===== src/rtl/usb_in_pkg.sv =====
package usb_in_pkg;

   typedef enum logic [1:0] {
      MODE_NORMAL = 2'b00,
      MODE_IGNORE = 2'b01,
      MODE_NAK    = 2'b10,
      MODE_STALL  = 2'b11
   } hs_mode_e;

   typedef enum logic [2:0] {
      ST_IDLE,
      ST_DECIDE,
      ST_SEND_HS,
      ST_WAIT_FILL,
      ST_SEND_DATA,
      ST_SEND_CRC,
      ST_WAIT_ACK,
      ST_DONE
   } rsp_state_e;

endpackage


===== src/rtl/usb_in_start_gate.sv =====
module usb_in_start_gate #(
   parameter int LVL_W     = 8,
   parameter int MIN_START = 4
) (
   input  logic [LVL_W-1:0] level_i,
   input  logic             last_i,
   output logic             have_data_o,
   output logic             start_ok_o
);
   localparam logic [LVL_W-1:0] START_LVL = LVL_W'(MIN_START);

   generate
      if (MIN_START < 1 || MIN_START >= (1 << LVL_W)) begin : g_bad_min
         $error("MIN_START must be between 1 and the FIFO level range");
      end
   endgenerate

   assign have_data_o = (level_i != '0) || last_i;
   assign start_ok_o  = last_i || (level_i >= START_LVL);


   always_comb begin
      start_implies_data_chk : assert (!start_ok_o || have_data_o);
   end
endmodule


===== src/rtl/usb_in_ack_timer.sv =====
module usb_in_ack_timer #(
   parameter int TMR_W        = 6,
   parameter bit USE_BIT_TICK = 1'b1
) (
   input  logic             clk,
   input  logic             rst_n,
   input  logic             clr_i,
   input  logic             run_i,
   input  logic             bit_tick_i,
   input  logic [TMR_W-1:0] window_i,
   output logic             expired_o
);
   logic [TMR_W-1:0] cnt_q;
   logic             step;

   generate
      if (TMR_W < 2) begin : g_bad_w
         $error("TMR_W must be at least 2");
      end
      if (USE_BIT_TICK) begin : g_tick
         assign step = bit_tick_i;
      end else begin : g_clk
         assign step = 1'b1;
      end
   endgenerate

   assign expired_o = (cnt_q >= window_i);

   always_ff @(posedge clk or negedge rst_n) begin
      if (!rst_n)                          cnt_q <= '0;
      else if (clr_i)                      cnt_q <= '0;
      else if (run_i && step && !expired_o) cnt_q <= cnt_q + 1'b1;
   end


   expiry_holds_chk : assert property (@(posedge clk) disable iff (!rst_n)
      (run_i && expired_o && !clr_i && $stable(window_i)) |=> expired_o);
endmodule


===== src/rtl/usb_in_responder.sv =====
module usb_in_responder
   import usb_in_pkg::*;
#(
   parameter int LVL_W        = 8,
   parameter int MIN_START    = 4,
   parameter int TMR_W        = 6,
   parameter bit USE_BIT_TICK = 1'b1
) (
   input  logic             clk,
   input  logic             rst_n,
   input  logic             tok_in_i,
   input  logic [1:0]       hs_mode_i,
   input  logic             data_pid_i,
   input  logic [LVL_W-1:0] fifo_level_i,
   input  logic             fifo_last_i,
   input  logic             buf_end_i,
   input  logic             last_in_pkt_i,
   input  logic             bit_tick_i,
   input  logic             ack_rx_i,
   input  logic [TMR_W-1:0] ack_window_i,
   output logic             hs_send_o,
   output logic             hs_is_stall_o,
   output logic             pkt_start_o,
   output logic             pkt_pid_o,
   output logic             tx_active_o,
   output logic             crc_append_o,
   output logic             done_o,
   output logic             timeout_o
);
   rsp_state_e state_q, state_d;
   hs_mode_e   mode_q;
   logic       pid_q, stall_q, stall_d;
   logic       start_q, timeout_q;
   logic       have_data, start_ok, expired;
   logic       go_data;

   usb_in_start_gate #(.LVL_W(LVL_W), .MIN_START(MIN_START)) u_gate (
      .level_i     (fifo_level_i),
      .last_i      (fifo_last_i),
      .have_data_o (have_data),
      .start_ok_o  (start_ok)
   );

   usb_in_ack_timer #(.TMR_W(TMR_W), .USE_BIT_TICK(USE_BIT_TICK)) u_timer (
      .clk        (clk),
      .rst_n      (rst_n),
      .clr_i      (state_q == ST_SEND_CRC),
      .run_i      (state_q == ST_WAIT_ACK),
      .bit_tick_i (bit_tick_i),
      .window_i   (ack_window_i),
      .expired_o  (expired)
   );

   always_comb begin
      state_d = state_q;
      stall_d = stall_q;
      go_data = 1'b0;
      unique case (state_q)
         ST_IDLE:      if (tok_in_i) state_d = ST_DECIDE;
         ST_DECIDE: begin
            unique case (mode_q)
               MODE_IGNORE: state_d = ST_IDLE;
               MODE_NAK:    begin state_d = ST_SEND_HS; stall_d = 1'b0; end
               MODE_STALL:  begin state_d = ST_SEND_HS; stall_d = 1'b1; end
               default: begin
                  if (!have_data) begin
                     state_d = ST_SEND_HS;
                     stall_d = 1'b0;
                  end else if (start_ok) begin
                     state_d = ST_SEND_DATA;
                     go_data = 1'b1;
                  end else begin
                     state_d = ST_WAIT_FILL;
                  end
               end
            endcase
         end
         ST_SEND_HS:   state_d = ST_IDLE;
         ST_WAIT_FILL: if (start_ok) begin
            state_d = ST_SEND_DATA;
            go_data = 1'b1;
         end
         ST_SEND_DATA: if (buf_end_i && last_in_pkt_i) state_d = ST_SEND_CRC;
         ST_SEND_CRC:  state_d = ST_WAIT_ACK;
         ST_WAIT_ACK: begin
            if (ack_rx_i)     state_d = ST_DONE;
            else if (expired) state_d = ST_IDLE;
         end
         ST_DONE:      state_d = ST_IDLE;
         default:      state_d = ST_IDLE;
      endcase
   end

   always_ff @(posedge clk or negedge rst_n) begin
      if (!rst_n) begin
         state_q   <= ST_IDLE;
         mode_q    <= MODE_NORMAL;
         pid_q     <= 1'b0;
         stall_q   <= 1'b0;
         start_q   <= 1'b0;
         timeout_q <= 1'b0;
      end else begin
         state_q <= state_d;
         stall_q <= stall_d;
         start_q <= go_data;
         if (state_q == ST_IDLE && tok_in_i) begin
            mode_q <= hs_mode_e'(hs_mode_i);
            pid_q  <= data_pid_i;
         end
         if (go_data || (state_q == ST_WAIT_ACK && ack_rx_i))
            timeout_q <= 1'b0;
         else if (state_q == ST_WAIT_ACK && expired)
            timeout_q <= 1'b1;
      end
   end

   assign hs_send_o     = (state_q == ST_SEND_HS);
   assign hs_is_stall_o = hs_send_o && stall_q;
   assign pkt_start_o   = start_q;
   assign pkt_pid_o     = (state_q == ST_SEND_DATA) && pid_q;
   assign tx_active_o   = (state_q == ST_SEND_DATA);
   assign crc_append_o  = (state_q == ST_SEND_CRC);
   assign done_o        = (state_q == ST_DONE);
   assign timeout_o     = timeout_q;


   hs_data_excl_chk : assert property (@(posedge clk) disable iff (!rst_n)
      !(hs_send_o && tx_active_o));

   hs_single_pulse_chk : assert property (@(posedge clk) disable iff (!rst_n)
      hs_send_o |=> !hs_send_o);

   start_with_data_chk : assert property (@(posedge clk) disable iff (!rst_n)
      pkt_start_o |-> tx_active_o);

   crc_after_data_chk : assert property (@(posedge clk) disable iff (!rst_n)
      crc_append_o |-> $past(tx_active_o) && !tx_active_o);

   done_no_timeout_chk : assert property (@(posedge clk) disable iff (!rst_n)
      done_o |-> !timeout_o);

   pid_stable_chk : assert property (@(posedge clk) disable iff (!rst_n)
      (tx_active_o && $past(tx_active_o)) |-> $stable(pkt_pid_o));
endmodule


===== config.mk =====
export PLATFORM = sky130hd
export DESIGN_NAME = usb_in_responder
export DESIGN_NICKNAME = d
export VERILOG_FILES = /design/src/rtl/usb_in_pkg.sv /design/src/rtl/usb_in_start_gate.sv /design/src/rtl/usb_in_ack_timer.sv /design/src/rtl/usb_in_responder.sv
export SDC_FILE = /design/constraint.sdc
export NUM_CORES = 1
export LEC_CHECK = 0
export BUFFER_PORTS_ARGS = -buffer_cell sky130_fd_sc_hd__buf_2
export CORE_ASPECT_RATIO = 1.4
export CORE_UTILIZATION = 52
export DETAILED_ROUTE_END_ITERATION = 12
export PLACE_DENSITY = 0.81
export SETUP_SLACK_MARGIN = 0.05
export SYNTH_ARGS = -nofsm -noshare
export SYNTH_HDL_FRONTEND = slang
export SYNTH_HIERARCHICAL = 1
export SYNTH_SLANG_ARGS = --single-unit

===== constraint.sdc =====
create_clock -name clk -period 3.15 [get_ports clk]
set_input_delay 0.4725 -clock clk [delete_from_list [all_inputs] [get_ports clk]]
set_output_delay 0.4725 -clock clk [all_outputs]
set_load 0.02 [all_outputs]

Word level (Yosys, flattened, before mapping)
Cells that the tools add are included.
W data, S select, Z words.
{"block": "word_totals", "wordCells": 66, "inputBits": 25, "output_inout_bits": 8, "register_bits": 15}
{"block": "classes", "n_eq_ne": 15, "n_mux": 19, "add_sub_neg": 1, "reduce_logical": 21, "n_bitwise": 1, "magnitude_cmp": 2}
{"operator": "$mux W3", "count": 7}
{"operator": "$pmux W3 S7", "count": 1}
{"operator": "$eq A3 B3 Y1 const B", "count": 4}
{"operator": "$mux W6", "count": 2}
{"operator": "$ge A8 B3 Y1 const B", "count": 1}
{"operator": "$logic_and A1 B1 Y1", "count": 8}
{"operator": "$reduce_bool A8 Y1", "count": 1}
{"operator": "$add A6 B1 Y6 const B", "count": 1}
{"operator": "$eq A3 B2 Y1 const B", "count": 2}
{"operator": "$ge A6 B6 Y1", "count": 1}
{"operator": "$mux W1", "count": 6}
{"operator": "$pmux W3 S2", "count": 1}
{"operator": "$eq A2 B2 Y1 const B", "count": 2}
{"operator": "$ne A2 B2 Y1 const B", "count": 2}
{"operator": "$reduce_and A4 Y1", "count": 1}
{"operator": "$reduce_bool A2 Y1", "count": 2}
{"operator": "$reduce_or A2 Y1", "count": 2}
{"operator": "$eq A3 B1 Y1 const B", "count": 1}
{"operator": "$logic_not A3 Y1", "count": 1}
{"operator": "$logic_or A1 B1 Y1", "count": 3}
{"operator": "$ne A3 B1 Y1 const B", "count": 1}
{"operator": "$ne A3 B3 Y1 const B", "count": 1}
{"operator": "$pmux W1 S3", "count": 1}
{"operator": "$reduce_and A3 Y1", "count": 1}
{"operator": "6 further kinds", "count": 6}

Depth between registers and ports, before layout
Gate-level depths: netlist of the first run.
{"block": "logic_depth", "ltp_word": 8, "ltp_mapped": 9, "mapped_depth_nobuf": 9}

By module
The synthesis of the first run kept the hierarchy.
{"mod": "usb_in_responder", "seq_area_each_um2": 225.2, "instances": 1, "area_per_inst_um2": 594.3, "cells_each": 58}
{"mod": "usb_in_ack_timer", "seq_area_each_um2": 150.1, "instances": 1, "area_per_inst_um2": 462.9, "cells_each": 49}
{"mod": "usb_in_start_gate", "seq_area_each_um2": 0.0, "instances": 1, "area_per_inst_um2": 30.0, "cells_each": 5}

Least setup slack after synthesis of the first run
OpenSTA, ideal clock, no wires.
{"block": "synth_path", "kind": "in2reg", "start": "input port ack_window_i[5]", "end": "register state_q[0]", "path_buffers": 0, "t_arrival_ns": 1.757, "required_ns": 3.031, "setup_time_ns": 0.119, "stages": 8, "path_slack_ns": 1.274, "path_cell_list": "inv_1 -> ha_1 -> nand4_1 -> o221ai_1 -> nor2b_1 -> o21ai_1 -> nor2b_1 -> o21a_1"}
{"block": "synth_between", "elab_chain_len": 3}
{"element": "from (decl)", "line": "usb_in_responder.sv:20", "rtl": "input logic [TMR_W-1:0] ack_window_i,"}
{"element": "$ge A6 B6 Y1", "line": "usb_in_ack_timer.sv:27", "rtl": "assign expired_o = (cnt_q >= window_i);"}
{"element": "named net expired", "line": "usb_in_responder.sv:34", "rtl": "logic have_data, start_ok, expired;"}
{"element": "$ne A3 B3 Y1 (no source line)"}
{"element": "$reduce_and A4 Y1 (no source line)"}
{"element": "to (signal assigned)", "line": "usb_in_responder.sv:103", "rtl": "state_q <= state_d;"}
{"element": "to (decl)", "line": "usb_in_responder.sv:30", "rtl": "rsp_state_e state_q, state_d;"}
The timed path passes the listed nets, and every way through them passes these cells.
A chain may end at the register's enable or synchronous reset.

Final worst setup path of the first run
{"block": "layout_path", "start": "register state_q[2]", "end": "output port crc_append_o"}
{"block": "layout_between", "elab_chain_len": 1}
{"element": "$eq A3 B3 Y1", "line": "usb_in_responder.sv:122", "rtl": "assign crc_append_o = (state_q == ST_SEND_CRC);"}
{"element": "to (decl)", "line": "usb_in_responder.sv:26", "rtl": "output logic crc_append_o,"}
Every way passes these cells.

==> summary by stage, run 1 <==
Timing
Setup repair after global routing left no endpoint under its margin. Summed over all failing endpoints, the final setup total negative slack is 0 ns. Dividing the final minimum period by the clock period gives 68.6%. The total count of max-transition violations in the final report was 0.

The worst clock skew is 0.00388 ns. Setup violations remaining at the end of the flow were counted as 0. The count of final hold-check violations is 0. For the pin with the worst max-slew slack, the measured transition is 0.474 ns. The worst pin sits at a relative slew slack of 68.4%. Static timing analysis puts the maximum clock frequency at 462 MHz. The minimum period implied by the final worst setup slack is 2.16 ns.

Floorplanning
The core region is 0.00197 mm^2. 33 I/O pins were placed. The die covers 0.00228 mm^2.

The horizontal die dimension is 40.6 um. The die is 56.1 um tall. The number of placement rows is 19. For this configuration, the core starts out at a cell density of 55.1%.

Placed design
The count of buffers inserted at the top-level ports is 32. Detailed placement finished with a half-perimeter wire length of 1.65 mm. At the end of routability-driven placement, the weighted congestion stood at 0.815. Once placement completed, the tool counted placed cells totaling 162.

Setup path
The number of cells on the worst reg-to-reg path is 7. The start of the worst register-to-register path is u_timer/cnt_q[3]. The reg-to-reg critical path endpoint is state_q[0]. The timing endpoint of the critical path is crc_append_o.

The worst setup path is launched from a flop. The critical path class is flop to primary output. The required time reported for the critical path endpoint is 2.68 ns. Walking the worst path, the cells encountered are inv_4, nor2_1, buf_2. The setup slack on the worst flop-to-flop path is 1.14 ns.

The delay of the slowest critical-path stage is 0.64 ns. The worst setup path startpoint is state_q[2]. STA classifies the critical path endpoint as a primary output. The peak fanout along the critical path is 11. For this design, the slowest cell found on the critical path is sky130_fd_sc_hd__dfrtp_1. Data arrives at the worst endpoint at 1.69 ns.

Clocking
The total of cells resized after clock tree synthesis is 0. The root cell of the clock tree is sky130_fd_sc_hd__clkbuf_4. The clock transition time at the flip-flop clock pins of the worst setup and hold paths is 0.09 ns. The post-CTS setup-driven buffer insertion count is 0. TritonCTS built the clock tree. Counting along the longest clock path gives a buffer depth of 2.

The clock reaches the later pin of the worst-skew pair after 0.29 ns. The number of H-tree branching levels is 1. For this design, the CTS-stage hold fixing added 0 buffers.

Counting every sink on the clock net gives 15. The number of buffers inserted during clock tree synthesis is 3.

Route
The remaining antenna violation count is 0. After the first detailed-routing iteration, the DRC count stood at 16. Across all layers, the routed design uses 918 vias. In the routed layout, each cell is associated on average with a via count of 5.53. In the final routed layout, each cell accounts on average for 12.8 um. Before antenna repair, the detailed router went through 4 iterations. The final routed DRC violation total is 0.

For this block, the routed nets add up to 2.13 mm of wire.

Finish
The count of antenna diodes in the layout is 0. The area growth from synthesis to layout is 16.5%. The non-filler instance count after layout is 166. The ratio of cells with drive above 1 in the final layout is 38.6%.

Leaving out fill and tap cells, the most frequent cell in the layout is sky130_fd_sc_hd__buf_2. In the layout the commonest cells are sky130_fd_sc_hd__buf_2 (32), sky130_fd_sc_hd__dfrtp_1 (15), sky130_fd_sc_hd__nor2_1 (9). Cells fill 64.2% of the core in the end. The count of nets after finishing is 178.

Synthesis
The portion of synthesized area spent on multiplexers is 2.30%. Summing the areas of all and, or, nand and nor instances in the mapped netlist gives 26.9% of the synthesized area. The flip-flop and latch count after synthesis is 15. The number of different library cells in the post-synthesis netlist is 43. After synthesis, the largest family of logic cells by area is simple AND/OR/NAND/NOR gates. Sequential elements use 34.5% of the synthesized area.

The post-synthesis cell area is 0.00109 mm^2. The adder-cell share of the synthesized area is 8.06%. The warning count from the yosys run is 6. The synthesized net count is 144. The share of the synthesized area in compound gates (AO/OA/AOI/OAI) is 19.8%. The synthesized area per cell is 9.71 um^2. The count of mapped cells out of synthesis is 112.

The most used flip-flop cell after synthesis is sky130_fd_sc_hd__dfrtp_1. For this run, asynchronously set or reset flops after synthesis account for 100%. Yosys mapped a number of flops with a built-in enable equal to 0. After Yosys synthesis, XOR and XNOR cells account for 1.61% of the synthesized area.

Global routing
The total overflow left after global routing is 0. The number of antenna violations at the first check in global routing is 0. Entering global routing, the biggest net connects 16 pins.

The first global-routing pass estimated 3.62 mm of wire. The global-route total usage across every layer is 22.5%. The number of global-route vias before repair is 872.

Hold path
The worst hold path class is input port to async pin.

Job
Across the run, the number of max-cap violations was 0.

Pwr
The peak supply drop is 0.000452 V. Power spread over the standard cell area amounts to 701 mW/mm^2. In this run the static leakage power is 0.633 nW.

Outcome
The flow ran to the end, and the final reports show no timing, DRC or antenna violations.
[worst min-delay path by stage]
stage                     slack (ns)  startpoint     endpoint
after floorplan                 0.18       rst_n    mode_q[0]
after global placement          0.39       rst_n  pkt_start_o
after detailed placement        0.40       rst_n  pkt_start_o
after CTS                       0.08       rst_n  pkt_start_o
after global routing            0.09       rst_n  pkt_start_o
final                           0.07       rst_n  pkt_start_o
[registers in the layout (all words and copies together) (netlist names)]
| signal | cells |
|---|---|
| mode_q | 2 |
| pid_q | 1 |
| pkt_start_o | 1 |
| stall_q | 1 |
| state_q | 3 |
| timeout_o | 1 |
| u_timer/cnt_q | 6 |
[per-layer routing]
layer / up-vias / global-route usage [%] / share of wire, %
met3: 7 / 4.40 / 3.6
met5: - / 0 / 0
met4: 0 / 9.52 / 2.0
met2: 24 / 36.3 / 52
met1: 421 / 27.5 / 42
li1: 466 / - / -
[kinds of logic after synthesis]
family,after synthesis
adders and majority gates,7
and+or+nand+nor,45
muxes,2
xor gates and xnor gates,2
DFF,15
buffers and inverters,13
AOI/OAI and AO/OA,28
[stage by stage]
stage / instance area (um^2) / total power, mW / hold WS [ns] / worst slack [ns]
after global routing: 1270 / 0.969 / 0.0905 / 0.850
after global placement: 1240 / 0.769 / 0.393 / 1.07
final: 1270 / 0.888 / 0.0741 / 0.988
after CTS: 1270 / 0.895 / 0.0816 / 0.982
after floorplan: 1090 / 0.710 / 0.177 / 1.27
after detailed placement: 1240 / 0.782 / 0.396 / 1.02
[power by group]
| group | total, mW | internal [mW] | switching [mW] |
|---|---|---|---|
| Combinational | 0.424 | 0.189 | 0.234 |
| Sequential | 0.354 | 0.252 | 0.102 |
| Clock | 0.110 | 0.0493 | 0.0611 |
[critical path: cells and delay by family, from the launching register on]
kind                   cells  cell delay [ns]
buffers and inverters      2             0.35
DFF                        1             0.64
and+or+nand+nor            1             0.40
[synthesized netlist by cell type (3+ instances only)]
master	number	area share [%]
sky130_fd_sc_hd__nand3_1	3	1.4
sky130_fd_sc_hd__nor2_1	9	3.1
sky130_fd_sc_hd__a21oi_1	6	2.8
sky130_fd_sc_hd__nand4_1	3	1.7
sky130_fd_sc_hd__a21oi_2	3	2.4
sky130_fd_sc_hd__o21ai_0	7	3.2
sky130_fd_sc_hd__buf_6	3	3.1
sky130_fd_sc_hd__ha_1	7	8.1
sky130_fd_sc_hd__nand2_1	8	2.8
sky130_fd_sc_hd__inv_1	8	2.8
sky130_fd_sc_hd__dfrtp_1	15	35
sky130_fd_sc_hd__nor2b_1	3	1.7
[final cells by class]
type	instances	area, um^2
Clock buffer	4	26.3
Fill cell	170	707
Inverter	10	40.0
Multi-Input combinational cell	84	638
Sequential cell	15	375
Tap cell	21	26.3
Timing Repair Buffer	32	160
No activity file was read; power rests on OpenSTA's default activity.
==> run 2: changes to the inputs <==
- CORE_UTILIZATION: 52 -> 45
- PLACE_DENSITY: 0.81 -> 0.74
- clock period: 3.15 -> 1.92 ns (I/O delays scaled with it)
==> summary by stage, run 2 (same netlist as run 1, synthesis figures left out) <==
Timing
The count of final hold-check violations is 0 (unchanged). The worst hold margin is 0.214 ns (was 0.0741 ns). RSZ-0062 raised after global routing: yes (was no).

The maximum achievable frequency is 543 MHz. The count of endpoints failing setup in the final report is 0 (unchanged). The headroom to the max-slew limit is 77.5% (was 68.4%).

The part of the cycle the worst path needs is 95.9%. The worst path needs 1.84 ns of the cycle, external delays included. The worst clock skew was 0.00177 ns (was 0.00388 ns). The total count of max-transition violations in the final report was 0 (unchanged). The transition time at the pin with the least slew margin is 0.337 ns (was 0.474 ns).

Pwr
The proportion of power drawn by flip-flops and latches is 31.8% (was 39.9%). The power density over the cells was 1120 mW/mm^2 (was 701 mW/mm^2). The share of total power consumed by net switching is 44.6% (was 44.7%).

The leakage power figure is 0.710 nW (was 0.633 nW). The peak supply drop is 0.000698 V (was 0.000452 V). The share of power burned in the clock network is 11.1% (was 12.4%). The switching power summed over all nets is 0.715 mW (was 0.397 mW). The internal portion of total power is 0.888 mW (was 0.491 mW).

The combinational share of power was 57.2% (was 47.7%).

Global routing
The total global routing overflow came to 0 (unchanged). The met2 track utilization from global routing is 38.2% (was 36.3%). The number of global-route vias before repair is 953 (was 872). The number of antenna violations at the first check in global routing is 0 (unchanged). The met3 capacity usage during global routing is 2.11% (was 4.40%). The global-route wire length before repair is 4.02 mm (was 3.62 mm). The global-route total usage across every layer is 20.6% (was 22.5%). The met1 track utilization from global routing is 23.8% (was 27.5%). The most heavily used metal layer in global routing is met2 (unchanged). The largest net degree at the start of global routing was 16 (unchanged).

Clocking
The insertion delay of the later-clocked pin in the worst-skew pair came to 0.28 ns (was 0.29 ns). The root cell of the clock tree is sky130_fd_sc_hd__clkbuf_4 (unchanged). The TritonCTS clock tree is built (unchanged).

The number of clock sinks seen by CTS was 15 (unchanged). The number of buffers on the longest clock path is 2 (unchanged). The clock transition time at the flip-flop clock pins of the worst setup and hold paths is 0.09 ns (about the same).

The number of H-tree branching levels is 1 (unchanged). The number of buffers inserted during clock tree synthesis is 3 (unchanged).

Finish
The count of antenna diodes in the layout came to 0 (unchanged). Commonest cells after routing, fill and taps aside: sky130_fd_sc_hd__buf_2 (32), sky130_fd_sc_hd__dfrtp_1 (14), sky130_fd_sc_hd__buf_4 (13) (was sky130_fd_sc_hd__buf_2 (32), sky130_fd_sc_hd__dfrtp_1 (15), sky130_fd_sc_hd__nor2_1 (9)). The count of nets after finishing was 192 (was 178). The leading cell type in the layout, fill and taps excluded was sky130_fd_sc_hd__buf_2 (unchanged). The flip-flop count of the largest register, all copies and words added is 6 (unchanged).

Largest registers: u_timer/cnt_q x6, state_q x3, mode_q x2 (unchanged). The ratio of cells with drive above 1 in the final layout is 49.7% (was 38.6%). The final core area utilization was 64.5% (was 64.2%). The fill cell total of the finished layout is 191 (was 170).

The layout-stage area growth over the synthesis result was 32.1% (was 16.5%). The register containing the most flip-flops in the final layout is u_timer/cnt_q (unchanged).

Setup path
Chain of cells forming the critical path: inv_2, ha_1, nand2b_4, a21oi_4, o221ai_2, nor2b_4, o21ai_1, nor2b_2, o21a_1 (was inv_4, nor2_1, buf_2). The standard cell with the maximum stage delay on the critical path is sky130_fd_sc_hd__dfrtp_1 (unchanged). The required time reported for the critical path endpoint is 2.10 ns (was 2.68 ns).

The endpoint kind of the worst setup timing path was a flop (was primary output). The peak fanout along the critical path is 3 (was 11). The delay of the slowest critical-path stage is 0.40 ns (was 0.64 ns). The critical path data arrival time is 2.02 ns (was 1.69 ns). The sort of element at the start of the critical path is a flop (unchanged). The setup slack on the worst flop-to-flop path is 0.08 ns (was 1.14 ns).

The critical path class is flop to flop (was flop to primary output).

Placed design
The count of buffers inserted at the top-level ports is 32 (unchanged). The final weighted congestion in routability-driven placement came to 0.823 (was 0.815). The placed wire-length estimate is 1.93 mm (was 1.65 mm).

Job
The max-cap violation count was 0 (unchanged).

Floorplanning
The horizontal die dimension is 43.5 um (was 40.6 um). The initial cell density of the core was 48.8% (was 55.1%). The number of placement rows is 20 (was 19). The area of the die came to 0.00262 mm^2 (was 0.00228 mm^2). The die span in y is 60.2 um (was 56.1 um). The area of the core is 0.00223 mm^2 (was 0.00197 mm^2). The total I/O pin count is 33 (unchanged).

Route
The via density per instance is 5.50 (was 5.53). The total number of vias came to 996 (was 918). The detail-routed net length per standard cell is 14.7 um (was 12.8 um).

The remaining antenna violation count came to 0 (unchanged). The wire length after detailed routing is 2.66 mm (was 2.13 mm). The final routed DRC violation total is 8 (was 0). The count of routing violations after the opening detailed-route iteration is 29 (was 16). The number of iterations in the first detailed-routing pass is 8 (was 4).

Outcome
Status: finished, violations left (was complete, no violations). The final reports fail on DRC.

Hold path
The worst hold path class is input port to flop (was input port to async pin).
==> run 2: changes by cell type in the layout (fill, tap and decap cells not counted), sizes merged <==
cell / before / now
dlygate4sd3: 0 / 1
clkbuf: 4 / 3
clkinv: 0 / 1
buf: 32 / 45
==> run 2: power by group through the flow <==
| stage | Combinational, mW | Sequential [mW] | Clock [mW] |
|---|---|---|---|
| 3_5_place_dp | 0.843 | 0.511 | 0 |
| 5_1_grt | 1.01 | 0.519 | 0.198 |
| 3_3_place_gp | 0.814 | 0.499 | 0 |
| 6_report | 0.916 | 0.509 | 0.177 |
| 4_1_cts | 0.856 | 0.505 | 0.182 |
| 2_1_floorplan | 0.679 | 0.485 | 0 |
==> run 2: path summary, 6_finish.rpt <==
kind,startpoint,endpoint,depth (start not counted)
max in group asynchronous,rst_n,u_timer/cnt_q[2],2
min in group asynchronous,rst_n,timeout_o,2
setup / recovery,u_timer/cnt_q[0],state_q[0],9
hold / removal,hs_mode_i[1],mode_q[1],3
hold reg to reg,stall_q,stall_q,2
setup reg to reg,u_timer/cnt_q[0],state_q[0],9
==> run 2: cell type report <==
class	count	area, um^2	share of cell area, %
Timing Repair Buffer	46	268	18.6
Tap cell	22	27.5	1.92
Inverter	10	40.0	2.79
Sequential cell	15	377	26.2
Multi-Input combinational cell	84	697	48.5
Clock inverter	1	5.00	0.348
Clock buffer	3	22.5	1.57
==> run 2: timing repair <==
| item | CTS | global route |
|---|---|---|
| setup buffers | 0 | 8 |
| hold buffers | 1 | 0 |
| gates cloned | 0 | 0 |
| endpoints found under the hold margin | 15 | 0 |
| endpoints found under the setup margin | 3 | 7 |
| pin swaps | 1 | 9 |
| gates resized for setup | 2 | 10 |
==> run 2: critical path, delay by kind of cell (launching register included) <==
family,cells,cell delay [ns]
buffers and inverters,1,0.06
AND/OR/NAND/NOR,3,0.49
adder cells (fa/ha/maj),1,0.28
flip-flops,1,0.40
AO/OA/AOI/OAI,4,0.51
==> run 2: stage by stage <==
step	instance area [um^2]	std cells	setup WS [ns]	total power [mW]	setup TNS, ns
3_5_place_dp	1280	168	0.0447	1.35	0
5_1_grt	1440	181	-0.0259	1.72	-0.0259
4_1_cts	1320	173	0.0529	1.54	0
6_report	1440	181	0.0795	1.60	0
2_1_floorplan	1090	112	0.135	1.16	0
3_3_place_gp	1280	168	0.0897	1.31	0
==> run 2: metal layers <==
layer | part of all wire (%) | wire length, um | vias up
met5 | 0 | 0 | -
met4 | 0.49 | 13 | 0
met3 | 2.4 | 65 | 2
met2 | 58 | 1550 | 19
met1 | 39 | 1030 | 482
li1 | - | - | 493
